`src/rtl/sfpin_pkg.sv`:
```
package sfpin_pkg;

  typedef enum logic [1:0] {
    LANES_ONE  = 2'b00,
    LANES_TWO  = 2'b01,
    LANES_FOUR = 2'b10
  } lane_mode_e;

  typedef enum logic {
    ACC_IDLE = 1'b0,
    ACC_WAIT = 1'b1
  } acc_state_e;

  // Four-lane operation: any mode with bit 1 set, or a four-lane command.
  function automatic logic wide_lanes(input logic [1:0] mode, input logic qcmd);
    return mode[1] | qcmd;
  endfunction

  // Hold may act only when selected, the pause pin is not a data lane,
  // both enable bits permit it and no double-rate operation is seen.
  function automatic logic hold_usable(input logic selected,
                                       input logic pin_is_lane,
                                       input logic nv_en,
                                       input logic ev_en,
                                       input logic dtr_now,
                                       input logic dtr_latched);
    return selected & ~pin_is_lane & nv_en & ev_en & ~dtr_now & ~dtr_latched;
  endfunction

  // Counter width for a window of n cycles.
  function automatic int win_bits(input int n);
    return (n > 1) ? $clog2(n) : 1;
  endfunction

endpackage

```
`src/rtl/sfpin_role.sv`:
```
module sfpin_role
  import sfpin_pkg::*;
(
  input  logic       clk,
  input  logic       rst_n,
  input  logic [1:0] proto,
  input  logic       quad_cmd,
  input  logic       vpp_dis_cfg,
  input  logic       wp_n_pin,
  output logic       dq3_is_data,
  output logic       dq2_is_data,
  output logic       vpp_is_data,
  output logic       wp_active
);

  logic four_lane;

  assign four_lane   = wide_lanes(proto, quad_cmd);
  assign dq3_is_data = four_lane;
  assign dq2_is_data = four_lane;
  assign vpp_is_data = four_lane & ~vpp_dis_cfg;
  assign wp_active   = ~dq2_is_data & ~wp_n_pin;

  // protection never asserted while the pin carries data
  a_r6_wp_ctrl_only: assert property (@(posedge clk) disable iff (!rst_n)
    wp_active |-> (proto[1] == 1'b0 && quad_cmd == 1'b0));

  // boost pin is a lane only when its disable bit is clear
  a_r7_vpp_cfg: assert property (@(posedge clk) disable iff (!rst_n)
    vpp_is_data |-> (!vpp_dis_cfg && dq2_is_data));

endmodule

```
`src/rtl/sfpin_hold.sv`:
```
module sfpin_hold
  import sfpin_pkg::*;
(
  input  logic clk,
  input  logic rst_n,
  input  logic cs_n,
  input  logic sclk,
  input  logic hold_n_pin,
  input  logic dq3_is_data,
  input  logic nv_hold_en,
  input  logic ev_hold_en,
  input  logic dtr_seen,
  output logic hold_pause
);

  logic dtr_lock_q;
  logic hold_q;
  logic hold_ok;
  logic selected;

  assign selected = ~cs_n;
  assign hold_ok  = hold_usable(selected, dq3_is_data, nv_hold_en,
                                ev_hold_en, dtr_seen, dtr_lock_q);

  always_ff @(posedge clk) begin
    if (!rst_n) begin
      dtr_lock_q <= 1'b0;
      hold_q     <= 1'b0;
    end else begin
      dtr_lock_q <= selected & (dtr_lock_q | dtr_seen);
      if (!hold_ok)
        hold_q <= 1'b0;
      else if (!sclk)
        hold_q <= ~hold_n_pin;
    end
  end

  assign hold_pause = hold_q;

  // deselect always ends a pause
  a_r1_no_hold_deselected: assert property (@(posedge clk) disable iff (!rst_n)
    cs_n |=> !hold_pause);

  // hold state never changes mid-bit
  a_r2_stable_sclk_high: assert property (@(posedge clk) disable iff (!rst_n)
    (sclk && hold_ok) |=> $stable(hold_pause));

  // four-lane pin cannot pause
  a_r3_lane_no_hold: assert property (@(posedge clk) disable iff (!rst_n)
    dq3_is_data |=> !hold_pause);

  // either enable bit at 0 blocks hold
  a_r4_cfg_disable: assert property (@(posedge clk) disable iff (!rst_n)
    (!nv_hold_en || !ev_hold_en) |=> !hold_pause);

  // a double-rate operation keeps hold off while selected
  a_r5_dtr_lock: assert property (@(posedge clk) disable iff (!rst_n)
    (dtr_seen && !cs_n) |=> (!cs_n |=> !hold_pause));

endmodule

```
`src/rtl/sfpin_accel.sv`:
```
module sfpin_accel
  import sfpin_pkg::*;
#(
  parameter int WIN = 20_000_000
) (
  input  logic clk,
  input  logic rst_n,
  input  logic prog_last,
  input  logic vpp_is_data,
  input  logic acc_volt_ok,
  output logic acc_wait,
  output logic acc_go,
  output logic std_go
);

  localparam int CW = win_bits(WIN);
  localparam logic [CW-1:0] LAST_CNT = CW'(WIN - 1);

  acc_state_e    state_q;
  logic [CW-1:0] cnt_q;
  logic          acc_q;
  logic          std_q;
  logic          window_end;

  assign window_end = (cnt_q == LAST_CNT);

  always_ff @(posedge clk) begin
    if (!rst_n) begin
      state_q <= ACC_IDLE;
      cnt_q   <= '0;
      acc_q   <= 1'b0;
      std_q   <= 1'b0;
    end else begin
      acc_q <= 1'b0;
      std_q <= 1'b0;
      unique case (state_q)
        ACC_IDLE: begin
          cnt_q <= '0;
          if (prog_last) begin
            if (vpp_is_data) state_q <= ACC_WAIT;
            else             std_q   <= 1'b1;
          end
        end
        ACC_WAIT: begin
          if (acc_volt_ok) begin
            acc_q   <= 1'b1;
            state_q <= ACC_IDLE;
          end else if (window_end) begin
            std_q   <= 1'b1;
            state_q <= ACC_IDLE;
          end else begin
            cnt_q <= cnt_q + 1'b1;
          end
        end
        default: state_q <= ACC_IDLE;
      endcase
    end
  end

  assign acc_wait = (state_q == ACC_WAIT);
  assign acc_go   = acc_q;
  assign std_go   = std_q;

  // verdicts are exclusive
  a_r10_one_verdict: assert property (@(posedge clk) disable iff (!rst_n)
    $countones({acc_go, std_go}) <= 1);

  // accelerated verdict only ends an open window
  a_r8_acc_after_wait: assert property (@(posedge clk) disable iff (!rst_n)
    acc_go |-> $past(acc_wait));

  // an open window with the flag present closes with acceleration
  a_r8_flag_wins: assert property (@(posedge clk) disable iff (!rst_n)
    (acc_wait && acc_volt_ok) |=> (acc_go && !acc_wait));

  // a direct standard verdict never opens a window
  a_r9_no_window: assert property (@(posedge clk) disable iff (!rst_n)
    (!acc_wait && prog_last && !vpp_is_data) |=> (std_go && !acc_wait));

endmodule

```
`src/rtl/sfpin_ctrl.sv`:
```
module sfpin_ctrl
  import sfpin_pkg::*;
#(
  parameter int WIN = 20_000_000
) (
  input  logic       clk,
  input  logic       rst_n,
  input  logic       cs_n,
  input  logic       sclk,
  input  logic       hold_n_pin,
  input  logic       wp_n_pin,
  input  logic [1:0] proto,
  input  logic       quad_cmd,
  input  logic       dtr_seen,
  input  logic       nv_hold_en,
  input  logic       ev_hold_en,
  input  logic       vpp_dis_cfg,
  input  logic       prog_last,
  input  logic       acc_volt_ok,
  output logic       dq3_is_data,
  output logic       dq2_is_data,
  output logic       vpp_is_data,
  output logic       wp_active,
  output logic       hold_pause,
  output logic       acc_wait,
  output logic       acc_go,
  output logic       std_go
);

  sfpin_role u_role (
    .clk         (clk),
    .rst_n       (rst_n),
    .proto       (proto),
    .quad_cmd    (quad_cmd),
    .vpp_dis_cfg (vpp_dis_cfg),
    .wp_n_pin    (wp_n_pin),
    .dq3_is_data (dq3_is_data),
    .dq2_is_data (dq2_is_data),
    .vpp_is_data (vpp_is_data),
    .wp_active   (wp_active)
  );

  sfpin_hold u_hold (
    .clk         (clk),
    .rst_n       (rst_n),
    .cs_n        (cs_n),
    .sclk        (sclk),
    .hold_n_pin  (hold_n_pin),
    .dq3_is_data (dq3_is_data),
    .nv_hold_en  (nv_hold_en),
    .ev_hold_en  (ev_hold_en),
    .dtr_seen    (dtr_seen),
    .hold_pause  (hold_pause)
  );

  sfpin_accel #(.WIN(WIN)) u_accel (
    .clk         (clk),
    .rst_n       (rst_n),
    .prog_last   (prog_last),
    .vpp_is_data (vpp_is_data),
    .acc_volt_ok (acc_volt_ok),
    .acc_wait    (acc_wait),
    .acc_go      (acc_go),
    .std_go      (std_go)
  );

  // a paused engine implies the pause pin was a control input one edge ago
  a_r3_pause_needs_ctrl: assert property (@(posedge clk) disable iff (!rst_n)
    $rose(hold_pause) |-> !$past(dq3_is_data));

endmodule

```
`config.mk`:
```
export PLATFORM = sky130hd
export DESIGN_NAME = sfpin_ctrl
export DESIGN_NICKNAME = d
export VERILOG_FILES = /design/src/rtl/sfpin_pkg.sv /design/src/rtl/sfpin_role.sv /design/src/rtl/sfpin_hold.sv /design/src/rtl/sfpin_accel.sv /design/src/rtl/sfpin_ctrl.sv
export SDC_FILE = /design/constraint.sdc
export NUM_CORES = 1
export LEC_CHECK = 0
export BUFFER_PORTS_ARGS = -buffer_cell sky130_fd_sc_hd__buf_2
export CAP_MARGIN = 20
export CORE_UTILIZATION = 40
export DETAILED_ROUTE_END_ITERATION = 6
export PLACE_DENSITY = 0.68
export SYNTH_ARGS = -nofsm -noshare
export SYNTH_HDL_FRONTEND = slang
export SYNTH_SLANG_ARGS = --single-unit
```
`constraint.sdc`:
```
create_clock -name clk -period 2.25 [get_ports clk]
set_clock_uncertainty 0.05 [all_clocks]
set_input_delay 0.45 -clock clk [delete_from_list [all_inputs] [get_ports clk]]
set_output_delay 0.45 -clock clk [all_outputs]
set_load 0.005 [all_outputs]
```
==> results of run 1 <==
## worst paths after layout
check	end	depth (start not counted)	startpoint
worst max-delay path	u_accel.cnt_q[16]	7	u_accel.cnt_q[0]
worst min-delay path	u_hold.dtr_lock_q	3	dtr_seen
worst max register to register	u_accel.cnt_q[16]	7	u_accel.cnt_q[0]
worst min register to register	u_hold.dtr_lock_q	2	u_hold.dtr_lock_q
## registers in the layout, indices dropped and copies added (netlist names)
signal / count
u_hold.hold_pause: 1
u_accel.std_go: 1
u_accel.cnt_q: 25
u_accel.acc_go: 1
u_accel.acc_wait: 1
u_hold.dtr_lock_q: 1
## final cells by class
type	count	area (um2)
clock buffer	7	86.3
clock inverter	1	5.00
fill	327	1680
inverter	3	11.3
multi-input combinational	129	838
sequential	30	601
tap	46	57.6
timing repair buffer	27	163
## power by group
part / total (mW) / internal (mW) / switching [mW]
Clock: 0.442 / 0.246 / 0.196
Combinational: 0.0539 / 0.0242 / 0.0297
Sequential: 0.537 / 0.535 / 0.00214
## stage by stage
stage	utilization	setup WS, ps
floorplan	-	432
global placement	0.485	323
detailed placement	0.485	258
CTS	0.512	237
global route	0.512	65.5
finish	0.512	228
## logic make-up after synthesis
family                     count (synthesis)  share of synthesized area
AOI/OAI and AO/OA                         32                      0.140
adders and majority gates                  1                    0.00840
DFF                                       30                      0.403
xor gates and xnor gates                  10                     0.0588
buffers and inverters                     10                     0.0336
and+or+nand+nor                           86                      0.356
## metal layers
metal	GRT usage	wire length [um]	vias up
li1	-	-	680
met1	0.241	1570	647
met2	0.288	1530	14
met3	0.0456	89	5
met4	0.0785	53	0
met5	0	0	-
## worst max-delay path: cells and delay by family, from the launching register on
kind / cells / cell delay [ps]
flops: 1 / 380
simple gates: 4 / 910
fa+ha+maj: 1 / 290
compound gates: 1 / 140
buf+inv: 1 / 180
## cells in the final DEF, fill, tap and decap left out, types with 5 or more instances in the layout
cell	netlist	final
a21oi_1	11	11
xor2_1	6	6
or4_1	5	5
nor2_1	21	21
or3_1	6	6
buf_4	3	5
nand2_1	14	14
dfxtp_1	30	30
o21ai_0	6	6
clkbuf_8	0	6
nand4_1	7	7
nand3_1	8	8
buf_2	1	21
==> results.py, run 1 <==
metrics = {
    "logic_synthesis": {
        "yosysSeqAreaShare": 0.403,
        "ys_ff_latch": 30,
        "synth-edff-count": 0,
        "synthArstFlopShare": 0,
        "yosysWarnings": 0,
        "synth_area_leaders": "dfxtp_1, nor2_1, a21oi_1",
        "yosys.area.top_type_share": 0.403,
        "synth.largest_area_cell": "dfxtp_1",
        "ys.flop_type": "dfxtp_1",
        "synth_common_cells": "dfxtp_1, nor2_1, nand2_1, a21oi_1, nand3_1",
        "synth_most_common_cell": "dfxtp_1",
        "synth.avg_cell_area_um2": 8.81,
        "synth_cells": 169,
        "syn_nets": 185,
        "syn_area_um2": 1490,
        "synth.distinct_cells": 46,
    },
    "critical_path": {
        "cp-start-kind": "flop",
        "cp_cell_sequence": "ha_1, nand4_1, buf_4, nor3_2, nand4_1, or3_1, a21oi_1",
        "reg2reg_setup_slack_ps": 230,
        "critical_path_class": "reg -> reg",
        "cp_data_arrival_time_ps": 2190,
        "cpMostUsedCell": "nand4_1",
        "crit_slowest_cell": "dfxtp_1",
        "max_stage_delay_ps": 380,
        "cp.required_ps": 2420,
        "crit_fanout": 6,
        "end_kind": "flop",
    },
    "cells_and_area": {
        "instances_no_fill": 243,
        "fin_nets": 212,
        "drive_gt1_frac": 0.249,
        "stdcell_area_um2": 1760,
        "insertedDiodeCount": 0,
        "area_growth_pct": 18.3,
    },
    "power_and_ir_drop": {
        "p_leak_nw": 0.630,
        "powerDensity_nw_per_um2": 586,
        "irDropWorstVdd_v": 0.000266,
        "finalPower_mw": 1.03,
    },
    "sta": {
        "drv_slew": 0,
        "setup_viol": 0,
        "max_slew_margin": 0.741,
        "hold_viol": 0,
        "rsz0062_at_grt": "false",
        "finalCritPeriodShare": 0.899,
        "hold_ws_ps": 356,
        "tightest_slew_ps": 383,
        "fmax_ghz": 0.494,
        "period_minus_slack_ps": 2020,
        "fin_setup_tns_ps": 0,
    },
    "placed_design": {
        "port_buffers": 21,
        "placed_area_um2": 1670,
        "place_inst": 235,
        "gp_congestion": 0.829,
        "dp_hpwl_um": 2420,
    },
    "clock_network": {
        "cts_resized": 0,
        "clock_latency_ps": 280,
        "cts_max_path_buffers": 2,
        "numCtsBuffers": 5,
        "cts_root_buf": "clkbuf_8",
        "hold_buffers": 0,
        "htree_levels": 2,
        "clkTransAtPathRegs_ps": 60,
        "clock-sinks": 30,
        "post_cts_buffers": 0,
        "tritoncts": "built",
    },
    "route": {
        "drc_errors": 0,
        "dr.pass1.iters": 4,
        "wire_per_inst_um": 13.3,
        "drtIter0Drc": 67,
        "wirelength_um": 3240,
        "vias_per_cell": 5.54,
        "ant_nets": 0,
        "via_count": 1346,
    },
    "global_routing": {
        "grt_pass1_vias": 1271,
        "grt_start_max_net_pins": 23,
        "grt_pass1_wl_um": 5730,
        "overflow": 0,
        "grt_use_total": 0.185,
        "antenna_found_initial": 0,
    },
    "floorplan": {
        "fp-row-count": 21,
        "core_area_um2": 3440,
        "start_util": 0.433,
        "ios": 23,
        "fp.dieW_um": 63.0,
        "die-area_um2": 3970,
        "fp.dieH_um": 63.0,
    },
    "min_path": {
        "hp-class": "in -> reg",
    },
    "job": {
        "drv_cap": 0,
    },
    "run_status": {
        "status": "finished, final reports clean",
    },
}
Note: power is estimated with default switching activity, not from simulation.
==> inputs of run 2 (changes only) <==
--- a/config.mk
+++ b/config.mk
@@ -5,11 +5,13 @@
 export SDC_FILE = /design/constraint.sdc
 export NUM_CORES = 1
 export LEC_CHECK = 0
+export ABC_AREA = 1
 export BUFFER_PORTS_ARGS = -buffer_cell sky130_fd_sc_hd__buf_2
 export CAP_MARGIN = 20
 export CORE_UTILIZATION = 40
 export DETAILED_ROUTE_END_ITERATION = 6
-export PLACE_DENSITY = 0.68
+export MAX_ROUTING_LAYER = met4
+export PLACE_DENSITY = 0.67
 export SYNTH_ARGS = -nofsm -noshare
 export SYNTH_HDL_FRONTEND = slang
 export SYNTH_SLANG_ARGS = --single-unit
==> run 2 against run 1 <==
Net effect: fmax grew 11%; flip-flop and latch count is the same; critical path depth grew 5; via count grew 34%; cell count grew 53%; sequential share of layout area shrank 5.1 points; core utilization shrank 3.9 points; power grew 3.2%; wire length grew 29%; register-to-register slack gained 200 ps; highest routed layer unchanged.
==> results.py, run 2 <==
metrics = {
    "floorplan": {
        "fp-row-count": 24,
        "die-area_um2": 4900,
        "core_area_um2": 4380,
        "start_util": 0.422,
        "ios": 23,
        "fp.dieH_um": 70.0,
        "fp.dieW_um": 70.0,
    },
    "power_and_ir_drop": {
        "p_leak_nw": 0.881,
        "powerDensity_nw_per_um2": 514,
        "irDropWorstVdd_v": 0.000303,
        "finalPower_mw": 1.07,
    },
    "critical_path": {
        "cpMostUsedCell": "nand2_4",
        "end_kind": "flop",
        "cp_data_arrival_time_ps": 1950,
        "cp_cell_sequence": "ha_1, nand2_2, nor2_4, nand2_4, nor2_8, nand2_4, nand2_8, nand2_4, nand2_2, nand2_1, nand2_1, inv_1",
        "cp.required_ps": 2380,
        "startpoint": "u_accel.cnt_q[1]",
        "crit_fanout": 17,
        "cp-start-kind": "flop",
        "max_stage_delay_ps": 370,
        "r2r_start": "u_accel.cnt_q[1]",
        "critical_path_class": "reg -> reg",
        "crit_slowest_cell": "dfxtp_1",
    },
    "cells_and_area": {
        "n_fill_cell": 467,
        "drive_gt1_frac": 0.146,
        "stdcell_area_um2": 2070,
        "insertedDiodeCount": 0,
        "multiInputGateArea_um2": 1020,
        "final_common_cell": "nand2_1",
        "regMostFlops": "u_accel.cnt_q",
        "seq_area_um2": 601,
        "largest_register_ffs": 25,
        "area_growth_pct": 12.2,
        "fin_nets": 336,
        "instances_no_fill": 373,
        "layout_common_cells": "nand2_1, nor2_1, inv_1",
        "postLayoutCoreUtil": 0.473,
    },
    "route": {
        "dr.pass1.iters": 4,
        "drc_errors": 0,
        "drtIter0Drc": 76,
        "wirelength_um": 4170,
        "wire_per_inst_um": 11.2,
        "via_count": 1809,
        "vias_per_cell": 4.85,
        "ant_nets": 0,
    },
    "clock_network": {
        "clkTransAtPathRegs_ps": 70,
        "hold_buffers": 0,
        "clock_latency_ps": 280,
        "cts_resized": 0,
        "cts_root_buf": "clkbuf_8",
        "cts_max_path_buffers": 2,
        "clock-sinks": 30,
        "numCtsBuffers": 5,
        "htree_levels": 2,
        "tritoncts": "built",
        "post_cts_buffers": 0,
    },
    "sta": {
        "setup_viol": 0,
        "period_minus_slack_ps": 1820,
        "hold_ws_ps": 291,
        "fin_setup_tns_ps": 0,
        "hold_viol": 0,
        "fin_ws_ps": 428,
        "drv_slew": 0,
        "max_slew_margin": 0.687,
        "finalCritPeriodShare": 0.810,
        "tightest_slew_ps": 468,
        "rsz0062_at_grt": "false",
        "fmax_ghz": 0.549,
    },
    "global_routing": {
        "grt_pass1_vias": 1634,
        "grt_use_total": 0.191,
        "grt_start_max_net_pins": 19,
        "grt_pass1_wl_um": 7220,
        "antenna_found_initial": 0,
        "overflow": 0,
    },
    "logic_synthesis": {
        "synth.distinct_cells": 30,
        "synth_cells": 297,
        "synth_area_leaders": "dfxtp_1, nand2_1, nor2_1",
        "synth_common_cells": "nand2_1, nor2_1, inv_1, dfxtp_1, nand3_1",
        "synth.largest_area_cell": "dfxtp_1",
        "ys.flop_type": "dfxtp_1",
        "yosysWarnings": 0,
        "synth_most_common_cell": "nand2_1",
        "syn_area_um2": 1850,
        "synthArstFlopShare": 0,
        "synth.avg_cell_area_um2": 6.23,
        "yosys.area.top_type_share": 0.325,
        "synth-edff-count": 0,
        "ys_ff_latch": 30,
        "yosysSeqAreaShare": 0.325,
        "syn_nets": 313,
    },
    "job": {
        "drv_cap": 0,
    },
    "placed_design": {
        "port_buffers": 21,
        "gp_congestion": 0.853,
        "place_inst": 365,
        "pre_cts_ws_ps": 442,
        "dp_hpwl_um": 3090,
        "placed_area_um2": 1980,
    },
    "run_status": {
        "status": "finished, final reports clean",
    },
    "min_path": {
        "holdCritStartpoint": "cs_n",
        "hp-class": "in -> reg",
    },
}
run 2: cell count changes in the layout (fill, tap and decap cells not counted), sizes merged, moves of 5 or more:
cell,change
nand2,+72
inv,+44
nor2,+33
nand3,+21
or3,-6
nor4,-5
or4,-5
run 2: worst paths after layout:
kind | endpoint | depth (start not counted) | slack [ps]
setup / recovery | u_accel.cnt_q[16] | 12 | 430
hold / removal | u_hold.dtr_lock_q | 2 | 290
setup reg to reg | u_accel.cnt_q[16] | 12 | 430
hold reg to reg | u_hold.hold_pause | 3 | 450
run 2: kinds of logic (layout without fill, tap and decap cells):
group | after synthesis | after routing | synth area share
AND/OR/NAND/NOR | 183 | 183 | 0.452
buffers and inverters | 54 | 78 | 0.123
flip-flops | 30 | 30 | 0.325
AO/OA/AOI/OAI | 27 | 27 | 0.0839
XOR/XNOR | 2 | 2 | 0.00947
adder cells (fa/ha/maj) | 1 | 1 | 0.00676
run 2: routing by layer:
metal  up-vias  part of all wire  global-route usage
li1        974                 -                   -
met1       782              0.49               0.237
met3         7             0.051              0.0433
met4         0             0.013              0.0689
met5         -                 0                   -
met2        46              0.45               0.303
run 2: area by class of cell:
type                       instances  area share
timing repair buffer              23      0.0579
sequential                        30       0.290
inverter                          47      0.0850
clock buffer                       7      0.0416
clock inverter                     1     0.00241
tap                               52      0.0314
multi-input combinational        213       0.492
run 2: report_power, final:
group	total (mW)	internal [mW]	switching, mW
clock	0.455	0.247	0.208
combinational	0.0744	0.0270	0.0475
sequential	0.537	0.535	0.00180
total	1.07	0.809	0.258
run 2: worst max-delay path: cells and delay by family (launching register included):
kind	cells	cell delay, ps
buffers and inverters	1	30
DFF	1	370
adders and majority gates	1	210
and+or+nand+nor	10	1060
==> inputs of run 3 (changes only) <==
--- a/config.mk
+++ b/config.mk
@@ -5,13 +5,13 @@
 export SDC_FILE = /design/constraint.sdc
 export NUM_CORES = 1
 export LEC_CHECK = 0
-export ABC_AREA = 1
+export ABC_AREA = 0
 export BUFFER_PORTS_ARGS = -buffer_cell sky130_fd_sc_hd__buf_2
 export CAP_MARGIN = 20
 export CORE_UTILIZATION = 40
 export DETAILED_ROUTE_END_ITERATION = 6
 export MAX_ROUTING_LAYER = met4
-export PLACE_DENSITY = 0.67
+export PLACE_DENSITY = 0.68
 export SYNTH_ARGS = -nofsm -noshare
 export SYNTH_HDL_FRONTEND = slang
 export SYNTH_SLANG_ARGS = --single-unit
==> constraint.sdc (replaced) <==
create_clock -name clk -period 1.7 [get_ports clk]
set_clock_uncertainty 0.05 [all_clocks]
set_input_delay 0.34 -clock clk [delete_from_list [all_inputs] [get_ports clk]]
set_output_delay 0.34 -clock clk [all_outputs]
set_load 0.005 [all_outputs]
==> run 3 against run 2 <==
Net effect: the flow now finishes with violations (negative setup slack); fmax up 2.7%; hold slack worse by 49 ps; non-clock buffer count up 48; cell count down 23%; sequential power up 32%; flip-flop and latch count unchanged; critical path depth down 6; die area down 19%.
==> results.py, run 3 (synthesis gave the netlist of run 1 again) <==
metrics = {
    "run_status": {
        "status": "finished, violations left",
        "violations": "negative setup slack",
    },
    "global_routing": {
        "grt_pass1_wl_um": 6480,
        "antenna_found_initial": 0,
        "grt_use_total": 0.221,
        "overflow": 0,
        "grt_pass1_vias": 1423,
        "grt_start_max_net_pins": 14,
    },
    "cells_and_area": {
        "fin_nets": 257,
        "drive_gt1_frac": 0.479,
        "postLayoutCoreUtil": 0.661,
        "insertedDiodeCount": 0,
        "largest_register_ffs": 25,
        "instances_no_fill": 288,
        "layout_common_cells": "buf_4, dfxtp_1, nor2_1, buf_2, nand2_1",
        "regMostFlops": "u_accel.cnt_q",
        "stdcell_area_um2": 2270,
        "final_common_cell": "buf_4",
        "area_growth_pct": 52.8,
    },
    "floorplan": {
        "ios": 23,
        "fp-row-count": 21,
        "fp.dieH_um": 63.0,
        "core_area_um2": 3440,
        "fp.dieW_um": 63.0,
        "start_util": 0.433,
        "die-area_um2": 3970,
    },
    "route": {
        "via_count": 1559,
        "drtIter0Drc": 118,
        "wire_per_inst_um": 15.0,
        "drc_errors": 0,
        "wirelength_um": 4310,
        "ant_nets": 0,
        "vias_per_cell": 5.41,
        "dr.pass1.iters": 4,
    },
    "sta": {
        "drv_slew": 0,
        "period_minus_slack_ps": 1770,
        "setup_viol": 12,
        "fin_ws_ps": -74.4,
        "max_slew_margin": 0.759,
        "hold_viol": 0,
        "tightest_slew_ps": 359,
        "fin_setup_tns_ps": -518,
        "hold_ws_ps": 242,
        "finalCritPeriodShare": 1.04,
        "rsz0062_at_grt": "true",
        "fmax_ghz": 0.564,
    },
    "min_path": {
        "worstHoldEndpoint": "u_hold.dtr_lock_q",
        "holdCritStartpoint": "dtr_seen",
        "hp-class": "in -> reg",
        "min_path_cells": 3,
    },
    "power_and_ir_drop": {
        "irDropWorstVdd_v": 0.000294,
        "finalPower_mw": 1.38,
        "powerDensity_nw_per_um2": 606,
        "p_leak_nw": 0.962,
    },
    "placed_design": {
        "placed_area_um2": 1920,
        "pre_cts_ws_ps": -244,
        "place_inst": 268,
        "gp_congestion": 0.888,
        "port_buffers": 21,
        "dp_hpwl_um": 2800,
    },
    "clock_network": {
        "hold_buffers": 0,
        "clock_latency_ps": 280,
        "cts_root_buf": "clkbuf_8",
        "cts_max_path_buffers": 2,
        "clock-sinks": 30,
        "numCtsBuffers": 5,
        "tritoncts": "built",
        "htree_levels": 2,
        "clkTransAtPathRegs_ps": 60,
    },
    "critical_path": {
        "worstRegToRegCells": 6,
        "reg2reg_setup_slack_ps": -70,
        "end_kind": "flop",
        "critical_path_class": "reg -> reg",
        "cp.required_ps": 1860,
        "cp-start-kind": "flop",
        "r2r_end": "u_accel.cnt_q[13]",
        "r2r_start": "u_accel.cnt_q[1]",
        "cp_data_arrival_time_ps": 1930,
        "crit_fanout": 6,
    },
    "job": {
        "drv_cap": 0,
    },
}
[run 3: cell type report]
class	count	area, um2
Fill cell	277	1170
Inverter	3	11.3
Sequential cell	30	609
Multi-Input combinational cell	130	1010
Clock buffer	7	86.3
Tap cell	46	57.6
Clock inverter	1	5.00
Timing Repair Buffer	71	499
[run 3: metal layers]
layer,GRT usage,wire length (um),vias to the layer above
met1,0.257,1830,745
met4,0.0959,27,0
met3,0.0657,196,3
met2,0.351,2250,38
li1,-,-,773
met5,-,0,-
[run 3: timing repair]
action	CTS	global route
setup buffers	5	6
pin swaps	14	21
setup endpoints to repair	18	20
gates resized for setup	12	23
gates cloned	1	0
[run 3: power by group]
part | switching (mW) | internal [mW] | total [mW]
sequential | 0.00285 | 0.706 | 0.709
clock | 0.250 | 0.325 | 0.575
combinational | 0.0477 | 0.0462 | 0.0939
total | 0.300 | 1.08 | 1.38
[run 3: how the worst max path moves through the flow]
stage,from,endpoint,slack [ps],cells after the start
after floorplan,u_accel.cnt_q[7],u_accel.cnt_q[12],2,6
after global placement,u_accel.cnt_q[7],u_accel.cnt_q[3],-170,6
after detailed placement,u_accel.cnt_q[16],u_accel.cnt_q[1],-240,6
after CTS,u_accel.cnt_q[1],u_accel.cnt_q[15],-50,7
after global routing,u_accel.cnt_q[0],u_accel.cnt_q[15],-130,7
final,u_accel.cnt_q[1],u_accel.cnt_q[13],-70,6
[run 3: critical path, cell delays in order, from the launching register on]
cell     delay, ps
dfxtp_4        360
ha_4           160
nand4_1        160
nor3_4          80
a21o_4         240
or4_1          510
a21oi_1        150
